[src/rtl/exc_pkg.sv]
package exc_pkg;
  localparam int DATA_W    = 32;
  localparam int IPL_W     = 3;
  localparam int CODE_W    = 5;
  localparam int ST_IE     = 0;
  localparam int ST_EXL    = 1;
  localparam int ST_ERL    = 2;
  localparam int ST_UM     = 4;
  localparam int ST_IPL_LO = 10;
  localparam int ST_BEV    = 22;
  localparam int CA_CODE_LO = 2;
  localparam int CA_BD     = 31;

  typedef enum logic [1:0] {
    SEL_STATUS = 2'd0,
    SEL_CAUSE  = 2'd1,
    SEL_EPC    = 2'd2,
    SEL_EEPC   = 2'd3
  } reg_sel_e;

  typedef enum logic [1:0] {
    MODE_KERNEL = 2'b00,
    MODE_USER   = 2'b01,
    MODE_DEBUG  = 2'b10
  } cpu_mode_e;

  typedef struct packed {
    logic             bev;
    logic [IPL_W-1:0] ipl;
    logic             um;
    logic             erl;
    logic             exl;
    logic             ie;
  } status_t;
endpackage

[src/rtl/exc_status_reg.sv]
module exc_status_reg
  import exc_pkg::*;
(
  input  logic              clk_i,
  input  logic              rst_ni,
  input  logic              exc_i,
  input  logic              exc_err_i,
  input  logic              eret_i,
  input  logic              wr_i,
  input  logic [DATA_W-1:0] wdata_i,
  output status_t           st_o
);
  status_t st_q;

  always_ff @(posedge clk_i or negedge rst_ni) begin
    if (!rst_ni) begin
      st_q     <= '0;
      st_q.bev <= 1'b1;
    end else if (exc_i) begin
      if (exc_err_i) st_q.erl <= 1'b1;
      else           st_q.exl <= 1'b1;
    end else if (eret_i) begin
      // leave the innermost level only
      if (st_q.erl) st_q.erl <= 1'b0;
      else          st_q.exl <= 1'b0;
    end else if (wr_i) begin
      st_q.ie  <= wdata_i[ST_IE];
      st_q.exl <= wdata_i[ST_EXL];
      st_q.erl <= wdata_i[ST_ERL];
      st_q.um  <= wdata_i[ST_UM];
      st_q.ipl <= wdata_i[ST_IPL_LO +: IPL_W];
      st_q.bev <= wdata_i[ST_BEV];
    end
  end

  assign st_o = st_q;

  p_exl_set_r1: assert property (@(posedge clk_i) disable iff (!rst_ni)
    exc_i && !exc_err_i |=> st_q.exl);
  p_erl_set_r1: assert property (@(posedge clk_i) disable iff (!rst_ni)
    exc_i && exc_err_i |=> st_q.erl);
  p_eret_erl_r6: assert property (@(posedge clk_i) disable iff (!rst_ni)
    eret_i && !exc_i && st_q.erl |=> !st_q.erl && $stable(st_q.exl));
  p_eret_exl_r6: assert property (@(posedge clk_i) disable iff (!rst_ni)
    eret_i && !exc_i && !st_q.erl |=> !st_q.exl);
endmodule

[src/rtl/exc_cause_reg.sv]
module exc_cause_reg
  import exc_pkg::*;
(
  input  logic              clk_i,
  input  logic              rst_ni,
  input  logic              exc_i,
  input  logic              exc_err_i,
  input  logic              exl_i,
  input  logic [CODE_W-1:0] code_i,
  input  logic              bd_i,
  input  logic              wr_i,
  input  logic [DATA_W-1:0] wdata_i,
  output logic [CODE_W-1:0] code_o,
  output logic              bd_o
);
  logic [CODE_W-1:0] code_q;
  logic              bd_q;

  always_ff @(posedge clk_i or negedge rst_ni) begin
    if (!rst_ni) begin
      code_q <= '0;
      bd_q   <= 1'b0;
    end else if (exc_i) begin
      code_q <= code_i;
      if (!exc_err_i && !exl_i) bd_q <= bd_i;
    end else if (wr_i) begin
      code_q <= wdata_i[CA_CODE_LO +: CODE_W];
    end
  end

  assign code_o = code_q;
  assign bd_o   = bd_q;

  p_bd_hold_r3: assert property (@(posedge clk_i) disable iff (!rst_ni)
    exc_i && (exc_err_i || exl_i) |=> $stable(bd_q));
  p_code_cap_r10: assert property (@(posedge clk_i) disable iff (!rst_ni)
    exc_i |=> code_q == $past(code_i));
endmodule

[src/rtl/exc_pc_bank.sv]
module exc_pc_bank
  import exc_pkg::*;
#(
  parameter int PC_W = 32
) (
  input  logic              clk_i,
  input  logic              rst_ni,
  input  logic              exc_i,
  input  logic              exc_err_i,
  input  logic              exl_i,
  input  logic [PC_W-1:0]   exc_pc_i,
  input  logic              exc_bd_i,
  input  logic [PC_W-1:0]   exc_br_pc_i,
  input  logic              wr_epc_i,
  input  logic              wr_eepc_i,
  input  logic [DATA_W-1:0] wdata_i,
  output logic [PC_W-1:0]   epc_o,
  output logic [PC_W-1:0]   eepc_o
);
  localparam int NREG = 2;

  logic [PC_W-1:0] cap_pc;
  logic [PC_W-1:0] pc_q [NREG];

  assign cap_pc = exc_bd_i ? exc_br_pc_i : exc_pc_i;

  for (genvar g = 0; g < NREG; g++) begin : g_pc
    logic cap, wr;
    // slot 0: general return PC, slot 1: error return PC
    assign cap = (g == 0) ? (exc_i && !exc_err_i && !exl_i) : (exc_i && exc_err_i);
    assign wr  = (g == 0) ? wr_epc_i : wr_eepc_i;

    always_ff @(posedge clk_i or negedge rst_ni) begin
      if (!rst_ni)             pc_q[g] <= '0;
      else if (cap)            pc_q[g] <= cap_pc;
      else if (wr && !exc_i)   pc_q[g] <= wdata_i[PC_W-1:0];
    end
  end

  assign epc_o  = pc_q[0];
  assign eepc_o = pc_q[1];

  p_epc_hold_r3: assert property (@(posedge clk_i) disable iff (!rst_ni)
    exc_i && !exc_err_i && exl_i |=> $stable(epc_o));
  p_err_keeps_epc_r4: assert property (@(posedge clk_i) disable iff (!rst_ni)
    exc_i && exc_err_i |=> $stable(epc_o));
endmodule

[src/rtl/exc_mode_dec.sv]
module exc_mode_dec
  import exc_pkg::*;
(
  input  status_t    st_i,
  input  logic       dbg_i,
  output logic       int_en_o,
  output logic [1:0] mode_o
);
  logic at_level;

  assign at_level = st_i.exl | st_i.erl;
  assign int_en_o = st_i.ie & ~at_level & ~dbg_i;

  always_comb begin
    if (dbg_i)                     mode_o = MODE_DEBUG;
    else if (st_i.um && !at_level) mode_o = MODE_USER;
    else                           mode_o = MODE_KERNEL;
  end
endmodule

[src/rtl/exc_ctrl.sv]
module exc_ctrl
  import exc_pkg::*;
#(
  parameter int PC_W = 32
) (
  input  logic              clk_i,
  input  logic              rst_ni,
  input  logic              exc_i,
  input  logic              exc_err_i,
  input  logic [4:0]        exc_code_i,
  input  logic [PC_W-1:0]   exc_pc_i,
  input  logic              exc_bd_i,
  input  logic [PC_W-1:0]   exc_br_pc_i,
  input  logic              eret_i,
  input  logic              dbg_i,
  input  logic              sw_we_i,
  input  logic [1:0]        sw_sel_i,
  input  logic [31:0]       sw_wdata_i,
  output logic [31:0]       sw_rdata_o,
  output logic [PC_W-1:0]   ret_addr_o,
  output logic              int_en_o,
  output logic [2:0]        ipl_o,
  output logic [1:0]        mode_o,
  output logic              bev_o
);
  status_t           st;
  logic [CODE_W-1:0] code;
  logic              bd;
  logic [PC_W-1:0]   epc, eepc;
  logic              wr_ok;
  logic              wr_st, wr_ca, wr_epc, wr_eepc;

  // exception beats return, return beats software
  assign wr_ok   = sw_we_i && !exc_i && !eret_i;
  assign wr_st   = wr_ok && (sw_sel_i == SEL_STATUS);
  assign wr_ca   = wr_ok && (sw_sel_i == SEL_CAUSE);
  assign wr_epc  = wr_ok && (sw_sel_i == SEL_EPC);
  assign wr_eepc = wr_ok && (sw_sel_i == SEL_EEPC);

  exc_status_reg u_status (
    .clk_i, .rst_ni, .exc_i, .exc_err_i, .eret_i,
    .wr_i(wr_st), .wdata_i(sw_wdata_i), .st_o(st)
  );

  exc_cause_reg u_cause (
    .clk_i, .rst_ni, .exc_i, .exc_err_i,
    .exl_i(st.exl), .code_i(exc_code_i), .bd_i(exc_bd_i),
    .wr_i(wr_ca), .wdata_i(sw_wdata_i), .code_o(code), .bd_o(bd)
  );

  exc_pc_bank #(.PC_W(PC_W)) u_pcs (
    .clk_i, .rst_ni, .exc_i, .exc_err_i, .exl_i(st.exl),
    .exc_pc_i, .exc_bd_i, .exc_br_pc_i,
    .wr_epc_i(wr_epc), .wr_eepc_i(wr_eepc), .wdata_i(sw_wdata_i),
    .epc_o(epc), .eepc_o(eepc)
  );

  exc_mode_dec u_mode (
    .st_i(st), .dbg_i, .int_en_o, .mode_o
  );

  always_comb begin
    sw_rdata_o = '0;
    unique case (sw_sel_i)
      SEL_STATUS: begin
        sw_rdata_o[ST_IE]                 = st.ie;
        sw_rdata_o[ST_EXL]                = st.exl;
        sw_rdata_o[ST_ERL]                = st.erl;
        sw_rdata_o[ST_UM]                 = st.um;
        sw_rdata_o[ST_IPL_LO +: IPL_W]    = st.ipl;
        sw_rdata_o[ST_BEV]                = st.bev;
      end
      SEL_CAUSE: begin
        sw_rdata_o[CA_CODE_LO +: CODE_W]  = code;
        sw_rdata_o[CA_BD]                 = bd;
      end
      SEL_EPC:  sw_rdata_o[PC_W-1:0] = epc;
      default:  sw_rdata_o[PC_W-1:0] = eepc;
    endcase
  end

  assign ret_addr_o = st.erl ? eepc : epc;
  assign ipl_o      = st.ipl;
  assign bev_o      = st.bev;

  p_int_en_r7: assert property (@(posedge clk_i) disable iff (!rst_ni)
    int_en_o |-> !dbg_i && !st.exl && !st.erl && st.ie);
  p_mode_dbg_r8: assert property (@(posedge clk_i) disable iff (!rst_ni)
    dbg_i |-> mode_o == MODE_DEBUG);
  p_wr_blocked_r12: assert property (@(posedge clk_i) disable iff (!rst_ni)
    eret_i && !exc_i && sw_we_i && sw_sel_i == SEL_EPC |=> $stable(epc));
  p_exc_beats_wr_r12: assert property (@(posedge clk_i) disable iff (!rst_ni)
    exc_i && !exc_err_i && sw_we_i && sw_sel_i == SEL_STATUS |=> st.exl);
endmodule

[config.mk]
export PLATFORM = sky130hd
export DESIGN_NAME = exc_ctrl
export DESIGN_NICKNAME = d
export VERILOG_FILES = /design/src/rtl/exc_pkg.sv /design/src/rtl/exc_status_reg.sv /design/src/rtl/exc_cause_reg.sv /design/src/rtl/exc_pc_bank.sv /design/src/rtl/exc_mode_dec.sv /design/src/rtl/exc_ctrl.sv
export SDC_FILE = /design/constraint.sdc
export NUM_CORES = 1
export LEC_CHECK = 0
export BUFFER_PORTS_ARGS = -buffer_cell sky130_fd_sc_hd__buf_2
export CAP_MARGIN = 40
export CORE_ASPECT_RATIO = 1.25
export CORE_MARGIN = 2
export CORE_UTILIZATION = 40
export CTS_CLUSTER_SIZE = 8
export DETAILED_ROUTE_END_ITERATION = 10
export PLACE_DENSITY = 0.76
export REMOVE_ABC_BUFFERS = 1
export SLEW_MARGIN = 25
export SYNTH_ARGS = -nofsm -noshare
export SYNTH_HDL_FRONTEND = slang
export SYNTH_SLANG_ARGS = --single-unit
[constraint.sdc]
create_clock -name clk_i -period 1.9 [get_ports clk_i]
set_input_delay 0.19 -clock clk_i [delete_from_list [all_inputs] [get_ports clk_i]]
set_output_delay 0.19 -clock clk_i [all_outputs]
set_load 0.1 [all_outputs]
Word level (Yosys, flattened, before mapping) --
Index checks and enable logic that the tools add are counted.
Storage, ports and cells: logic and storage cells 78, input port bits 111, register bits 78
Cells by class: multiplexer cells 27, reduce and logical (&&, ||, !) cells 28, bitwise operators 7, eq/ne operators 6
Operator list (number):
- $mux W32 | 6
- $pmux W9 S2 | 1
- $pmux W8 S2 | 1
- $pmux W1 S3 | 5
- $logic_and A1 B1 Y1 | 13
- $pmux W2 S3 | 2
- $mux W5 | 2
- $pmux W3 S3 | 1
- $mux W2 | 3
- $pmux W3 S2 | 1
- $reduce_and A3 Y1 | 2
- $reduce_bool A2 Y1 | 3
- $logic_not A1 Y1 | 5
- $eq A2 B2 Y1 const B | 2
- $mux W1 | 4
- $not A1 Y1 | 4
- $reduce_and A2 Y1 | 2
- $mux W3 | 1
- $ne A3 B3 Y1 const B | 1
- $reduce_bool A3 Y1 | 1
- $and A1 B1 Y1 | 2
- $eq A2 B1 Y1 const B | 1
- $logic_not A2 Y1 | 1
- $ne A2 B1 Y1 const B | 1
- 3 further kinds | 3

Logic depth before layout (Yosys ltp) --
Gate-level depths: netlist of run 1.
depth after elaboration 7, depth in mapped cells 6

By module --
Synthesis of run 1 repeated with hierarchy kept, for this count alone.
Second synthesis, totals: cells, all modules 484, area total of the unflattened synthesis 5114.9 um^2
Modules (own cells, without submodules):
- exc_pc_bank | times used 1, area each 3339.5 um^2, seq. area each 1601.5 um^2, cells an instance 315
- exc_ctrl | times used 1, area each 1086.0 um^2, seq. area each 0.0 um^2, cells an instance 114
- exc_status_reg | times used 1, area each 380.4 um^2, seq. area each 201.4 um^2, cells an instance 27
- exc_cause_reg | times used 1, area each 284.0 um^2, seq. area each 150.1 um^2, cells an instance 25
- exc_mode_dec | times used 1, area each 25.0 um^2, seq. area each 0.0 um^2, cells an instance 3

Least setup slack after synthesis of run 1 --
Ideal clock, no wire load.
path kind input -> output, start input sw_sel_i[0], end output sw_rdata_o[17], arrival 2.115 ns, cell stages on the path 4, slack -0.405 ns, path through buf_2 buf_2 mux2i_1 nor2b_1
On the way: word-level cells in the longest chain between the ends 3, elaborated cells on any way between the ends 5, those cells by class eq/ne (2); mux (1); reduce/logical (2)
RTL lines:
- start: declaration | RTL line exc_ctrl.sv:17 | input logic [1:0] sw_sel_i,
- $eq A2 B1 Y1 / $logic_not A2 Y1 (equally long branches) | RTL line exc_ctrl.sv:64 | unique case (sw_sel_i)
- $reduce_or A2 Y1 (no source line)
- $pmux W9 S2 (*) | RTL line exc_ctrl.sv:64
- end: declaration | RTL line exc_ctrl.sv:19 | output logic [31:0] sw_rdata_o,
Every way passes the cells marked *; elsewhere a longest branch is shown, timed or not.

Worst setup path after layout of run 1 --
start register u_status.st_q, in the netlist u_status.st_o[2], end output ret_addr_o[25]
On the way: word-level cells in the longest chain between the ends 1
RTL lines:
- start: declaration | RTL line exc_status_reg.sv:13 | status_t st_q;
- $mux W32 | RTL line exc_ctrl.sv:82 | assign ret_addr_o = st.erl ? eepc : epc;
- end: declaration | RTL line exc_ctrl.sv:20 | output logic [PC_W-1:0] ret_addr_o,
No other way between the ends.

==> results.txt, run 1 <==
Status: finished clean
Share of cells above drive strength 1: 0.480
Netlist Area Pre-Place: 0.00521 sq mm
Critical R2R Launch: u_status.st_o[1]
Drt wl/cell: 19.2 um
Gate Count Post-Synth: 496
R2R Path End: u_pcs.epc_o[9]
Drt first pass iters: 5
Worst hold margin: 0.0935 ns
Slew HR: 0.678
Critical Path AT: 1.61 ns
Drt total wl: 16,100 um
Final Cycle Share: 0.948
Num CTS Buffers: 9
Hold depth: 3
Number of fillers in the final layout: 993
TritonCTS clock tree: built
Cells on worst reg2reg path: 3
CTS H-tree lvls: 3
Site row count: 46
I/O pin total: 182
Final Setup Violations: 0
Hold Vio Cnt, Final: 0
Post-Layout Cell Count: 840
Commonest cells after routing, fill and taps aside: buf_2 (119), mux2_2 (88), dfrtp_1 (76)
Synth Area per Inst: 10.5 sq um
CTS sink cnt: 78
Worst setup margin: 0.0988 ns
Skew-Pair Late Insertion Delay: 0.34 ns
Via density: 5.71
Final Core Density: 0.596
RD Place Congestion: 0.851
Leak: 3.54 nW
Layout overhead on the synthesized area: 45.5%
Post-synth cell types: 35
Initial Utilization: 0.409
FMAX: 0.555 GHz
Tmin final: 1.80 ns
Die Y-Extent: 132 um
HP Class: in -> reg
HP Start: exc_code_i[1]
Vias in the first global route: 5,265
RSZ-0062 raised after global routing: no
Final Net Count: 777
Seq/Total Area, Yosys: 0.375
CP Class: reg -> out
CP Launch Type: flop
Reg2reg setup slack: 0.22 ns
Clock root buffer: clkbuf_16
Worst vdd ir: 715 uV
Pin count of the biggest net entering global routing: 47
Worst Path Max Fanout: 18
Initial DRC Count: 386
Hold Crit Endpoint: u_cause.code_o[1]
Clock-pin slew on the worst setup and hold paths: 0.06 ns
Fin. max-slew vios: 0
Clock skew: 0.00523 ns
Pre-CTS setup slack: 0.205 ns
Setup crit end kind: output pin
Power density over the cells: 1290 mW/mm^2
Synth warn: 0
Req. time, crit path: 1.71 ns
I/O Buffers: 181
Detailed-route via count: 4,796
Hpwl dp: 12,100 um
Remaining Overflow, GRT: 0
Number of synthesized register bits: 78
Multi-input logic area: 0.00295 sq mm
Die width: 106 um
DP Cell Count: 820
Core area: 0.0127 sq mm
Initial antenna violation count: 0
Worst Tran Pin Value: 0.482 ns
Antenna Nets Post-Route: 0
First-pass GRT wire length: 26,000 um
Die area: 0.0139 sq mm
Reg area: 0.00195 sq mm
Clock Path Buffers: 2
Residual DRC: 0
GRT Util Overall: 0.234
Max_cap viols: 0
Most common cell after layout, fill and taps aside: buf_2
## metrics by stage
step / power, W / instance area, sq um / setup TNS [ns]
floorplan: 0.00581 / 4910 / -7.59
global placement: 0.00765 / 7190 / 0
detailed placement: 0.00775 / 7190 / 0
CTS: 0.00980 / 7570 / 0
global route: 0.0101 / 7570 / 0
finish: 0.00975 / 7570 / 0
## final cells by class
type                    count  area share
flip-flops and latches     78       0.258
well taps                 168      0.0278
inverters                   2    0.000991
clock buffers              13      0.0344
repair buffers            212       0.277
clock inverters             3      0.0119
diodes                      1    0.000330
multi-input cells         363       0.389
## Yosys cell counts (all sizes together)
master | n | area share
o22ai | 1 | 0.0012
mux4 | 2 | 0.0087
a22o | 10 | 0.017
clkbuf | 23 | 0.017
nand2 | 3 | 0.0022
a21oi | 64 | 0.062
dfstp | 1 | 0.0050
a211oi | 1 | 0.0014
or4b | 1 | 0.0019
or3b | 1 | 0.0017
a311o | 33 | 0.063
nor3 | 2 | 0.0041
a31oi | 2 | 0.0024
nor2 | 34 | 0.025
a31o | 1 | 0.0034
dfrtp | 77 | 0.37
buf | 30 | 0.041
o21ai | 1 | 0.00096
nor2b | 23 | 0.028
nand3 | 1 | 0.00096
mux2i | 52 | 0.10
nand4 | 2 | 0.0024
nand2b | 2 | 0.0024
inv | 2 | 0.0014
nor3b | 1 | 0.0014
and2 | 4 | 0.0048
nand3b | 1 | 0.0014
and3 | 32 | 0.038
mux2 | 89 | 0.19
## repair_timing
| item | CTS | global route |
|---|---|---|
| hold endpoints to repair | 32 | 0 |
| gates resized for setup | 1 | 0 |
| hold buffers | 1 | 0 |
| setup buffers | 2 | 0 |
| setup endpoints to repair | 18 | 0 |
## how the worst max path moves through the flow
stage	start	cells past startpoint	slack [ns]	to
2_1_floorplan	sw_sel_i[1]	3	-0.20	u_pcs.epc_o[0]
3_3_place_gp	sw_sel_i[0]	7	0.23	u_pcs.epc_o[2]
3_5_place_dp	sw_sel_i[0]	7	0.20	u_pcs.epc_o[14]
4_1_cts	u_status.st_o[2]	3	0.09	ret_addr_o[15]
5_1_grt	u_status.st_o[2]	3	0.05	ret_addr_o[5]
6_report	u_status.st_o[2]	3	0.1	ret_addr_o[25]
## routing by layer
layer / GRT usage / routed length (um) / vias up
met1: 0.273 / 6200 / 2338
met4: 0.130 / 575 / 0
met3: 0.0362 / 886 / 45
met2: 0.404 / 8450 / 232
met5: 0 / 0 / -
li1: - / - / 2181
## flip-flops by register name, indices dropped and copies added, names as in the netlist
register and count:
u_status.st_o 8, u_cause.bd_o 1, u_pcs.eepc_o 32, u_cause.code_o 5
u_pcs.epc_o 32
## worst max-delay path: stages, from the launching register on
cell	delay, ns
dfrtp_2	0.44
buf_6	0.24
mux2_2	0.40
buf_12	0.17
## cell families (layout without fill, tap and decap cells)
kind of cell	count (synthesis)	after routing	share of synthesized area
compound gates	113	113	0.151
simple gates	107	107	0.114
other cells	0	1	0
buf+inv	55	230	0.0586
flops	78	78	0.375
mux	143	143	0.301
## report_power, final
part           total (W)  internal [W]  switching, W
clock network    0.00202       0.00136      0.000660
registers        0.00234       0.00204      0.000300
logic            0.00540       0.00197       0.00343
total            0.00975       0.00537       0.00439
No activity file was read; power rests on OpenSTA's default activity.
==> inputs of run 2 (changes only) <==
==> constraint.sdc (replaced) <==
create_clock -name clk_i -period 1.9 [get_ports clk_i]
set_input_delay 0.095 -clock clk_i [delete_from_list [all_inputs] [get_ports clk_i]]
set_output_delay 0.095 -clock clk_i [all_outputs]
set_load 0.1 [all_outputs]
==> results.txt, run 2 (synthesized netlist as in run 1, its figures left out) <==
Status: finished clean
HP Class: in -> reg
Sw power: 0.00440 W (+0.24%)
Hpwl dp: 12,000 um (-1.4%)
Drt first pass iters: 5 (unchanged)
CP Launch Type: flop
Post-route cell area: 0.00750 sq mm (-0.94%)
Req. time, crit path: 1.80 ns (+0.09 ns)
Fin. max-slew vios: 0 (unchanged)
Site row count: 46 (unchanged)
TritonCTS clock tree: built
Share of cells above drive strength 1: 0.479 (-0.000776)
DP Cell Count: 820 (unchanged)
Final Net Count: 776 (-0.13%)
Pin count of the biggest net entering global routing: 47 (unchanged)
Seq pwr share: 0.243 (+0.003)
Drt total wl: 16,600 um (+3.1%)
Slew HR: 0.674 (-0.00444)
Remaining Overflow, GRT: 0 (unchanged)
Pre-CTS setup slack: 0.222 ns (+0.0167 ns)
Initial DRC Count: 312 (-19%)
Slowest library cell on the worst path: dfrtp_2
Num CTS Buffers: 9 (unchanged)
Layout overhead on the synthesized area: 44.1%
FMAX: 0.554 GHz (-0.15%)
Dpl cell area: 0.00715 sq mm (-0.63%)
Number of fillers in the final layout: 1,033 (+4.0%)
Final Cycle Share: 0.949 (+0.00139)
Int Power: 0.00522 W (-2.6%)
Clock Path Buffers: 2 (unchanged)
Worst Path Max Fanout: 18 (unchanged)
Crit path cell chain: buf_4, mux2_2, buf_12
Post_cts resized: 0 (-1)
Vias in the first global route: 5,398 (+2.5%)
Power density over the cells: 1280 mW/mm^2 (-0.41%)
GRT Util Overall: 0.241 (+0.00695)
Clock skew: 0.00513 ns (-0.000101 ns)
I/O Buffers: 181 (unchanged)
CP peak stage delay: 0.45 ns (about the same)
Initial antenna violation count: 0 (unchanged)
Clock root buffer: clkbuf_16
Leak: 3.52 nW (-0.65%)
Residual DRC: 0 (unchanged)
Critical Path AT: 1.71 ns (+0.10 ns)
Power Total: 0.00962 W (-1.3%)
Antenna Nets Post-Route: 0 (unchanged)
Die area: 0.0139 sq mm (unchanged)
Clock group share of total power: 0.201 (-0.006)
CP Class: reg -> out
Final Setup Violations: 0 (unchanged)
CTS H-tree lvls: 3 (unchanged)
Tmin final: 1.80 ns (+0.00264 ns)
RD Place Congestion: 0.865 (+1.7%)
Commonest cells after routing, fill and taps aside: buf_2 (122), mux2_2 (88), dfrtp_1 (76)
Initial Utilization: 0.409 (unchanged)
Critical path's top delay family: buffers and inverters
Switching share of total power: 0.457 (+0.00724)
Skew-Pair Late Insertion Delay: 0.34 ns (about the same)
Post-Layout Cell Count: 838 (-0.24%)
Clock-pin slew on the worst setup and hold paths: 0.06 ns (about the same)
I/O pin total: 182 (unchanged)
Reg2reg setup slack: 0.21 ns (about the same)
Most common cell after layout, fill and taps aside: buf_2
Comb pwr share: 0.557 (+0.003)
Crit path buf inv count: 2 (unchanged)
First-pass GRT wire length: 27,100 um (+4.1%)
RSZ-0062 raised after global routing: no
Die Y-Extent: 132 um (unchanged)
Via density: 5.82 (+2.0%)
Worst vdd ir: 739 uV (+3.4%)
CTS sink cnt: 78 (unchanged)
Worst hold margin: 0.0295 ns (-0.0640 ns)
Detailed-route via count: 4,880 (+1.8%)
Setup crit end kind: output pin
Die width: 106 um (unchanged)
Worst setup margin: 0.0962 ns (-0.00264 ns)
Drt wl/cell: 19.8 um (+3.3%)
Max_cap viols: 0 (unchanged)
Hold Vio Cnt, Final: 0 (unchanged)
Worst Tran Pin Value: 0.487 ns (+0.00439 ns)
Core area: 0.0127 sq mm (unchanged)
Diodes inserted: 0 (-1)
-- run 2: cell count changes in the layout (fill, tap and decap cells not counted), sizes merged --
| cell | before | now |
|---|---|---|
| dlygate4sd3 | 1 | 2 |
| buf | 211 | 209 |
| clkinv | 0 | 1 |
| bufinv | 3 | 2 |
| diode | 1 | 0 |
-- run 2: area by class of cell --
class | count | area [sq um] | area share
Multi-Input combinational cell | 363 | 2950 | 0.393
Timing Repair Buffer | 211 | 2050 | 0.273
Sequential cell | 78 | 1950 | 0.260
Clock buffer | 13 | 270 | 0.0360
Tap cell | 168 | 210 | 0.0280
Clock inverter | 3 | 65.1 | 0.00867
Inverter | 2 | 7.51 | 0.00100
-- run 2: through the flow --
| stage | TNS [ns] | utilization |
|---|---|---|
| after global placement | 0 | 0.562 |
| after detailed placement | 0 | 0.562 |
| after floorplan | -3.41 | - |
| after CTS | 0 | 0.590 |
| final | 0 | 0.590 |
| after global routing | 0 | 0.590 |
-- run 2: path summary, 6_finish.rpt --
kind,start,end,cells past startpoint
setup / recovery,u_status.st_o[2],ret_addr_o[3],3
hold / removal,sw_wdata_i[0],u_status.st_o[0],2
setup reg to reg,u_status.st_o[1],u_pcs.epc_o[16],3
hold reg to reg,u_cause.code_o[4],u_cause.code_o[4],1
max in group asynchronous,rst_ni,u_status.st_o[7],3
min in group asynchronous,rst_ni,u_status.st_o[4],2
-- run 2: power by group through the flow --
stage | Sequential (W) | Combinational, W | Clock (W)
final | 0.00233 | 0.00536 | 0.00193
after floorplan | 0.00242 | 0.00340 | 0
after global placement | 0.00231 | 0.00528 | 0
after global routing | 0.00238 | 0.00553 | 0.00203
after CTS | 0.00233 | 0.00538 | 0.00195
after detailed placement | 0.00235 | 0.00536 | 0
-- run 2: repair_timing --
action / in CTS / in global routing
hold buffers: 2 / 0
setup buffers: 0 / 0
hold endpoints to repair: 33 / 0
-- run 2: worst register-to-register path, stage by stage, from the launching register on --
cell and delay [ns]:
dfrtp_1 0.42, or3b_2 0.47, buf_4 0.28, a311o_1 0.40
-- run 2: layer usage --
metal,part of all wire,GRT usage
met3,0.072,0.0367
met2,0.53,0.424
met1,0.38,0.292
met4,0.016,0.0943
met5,0,0
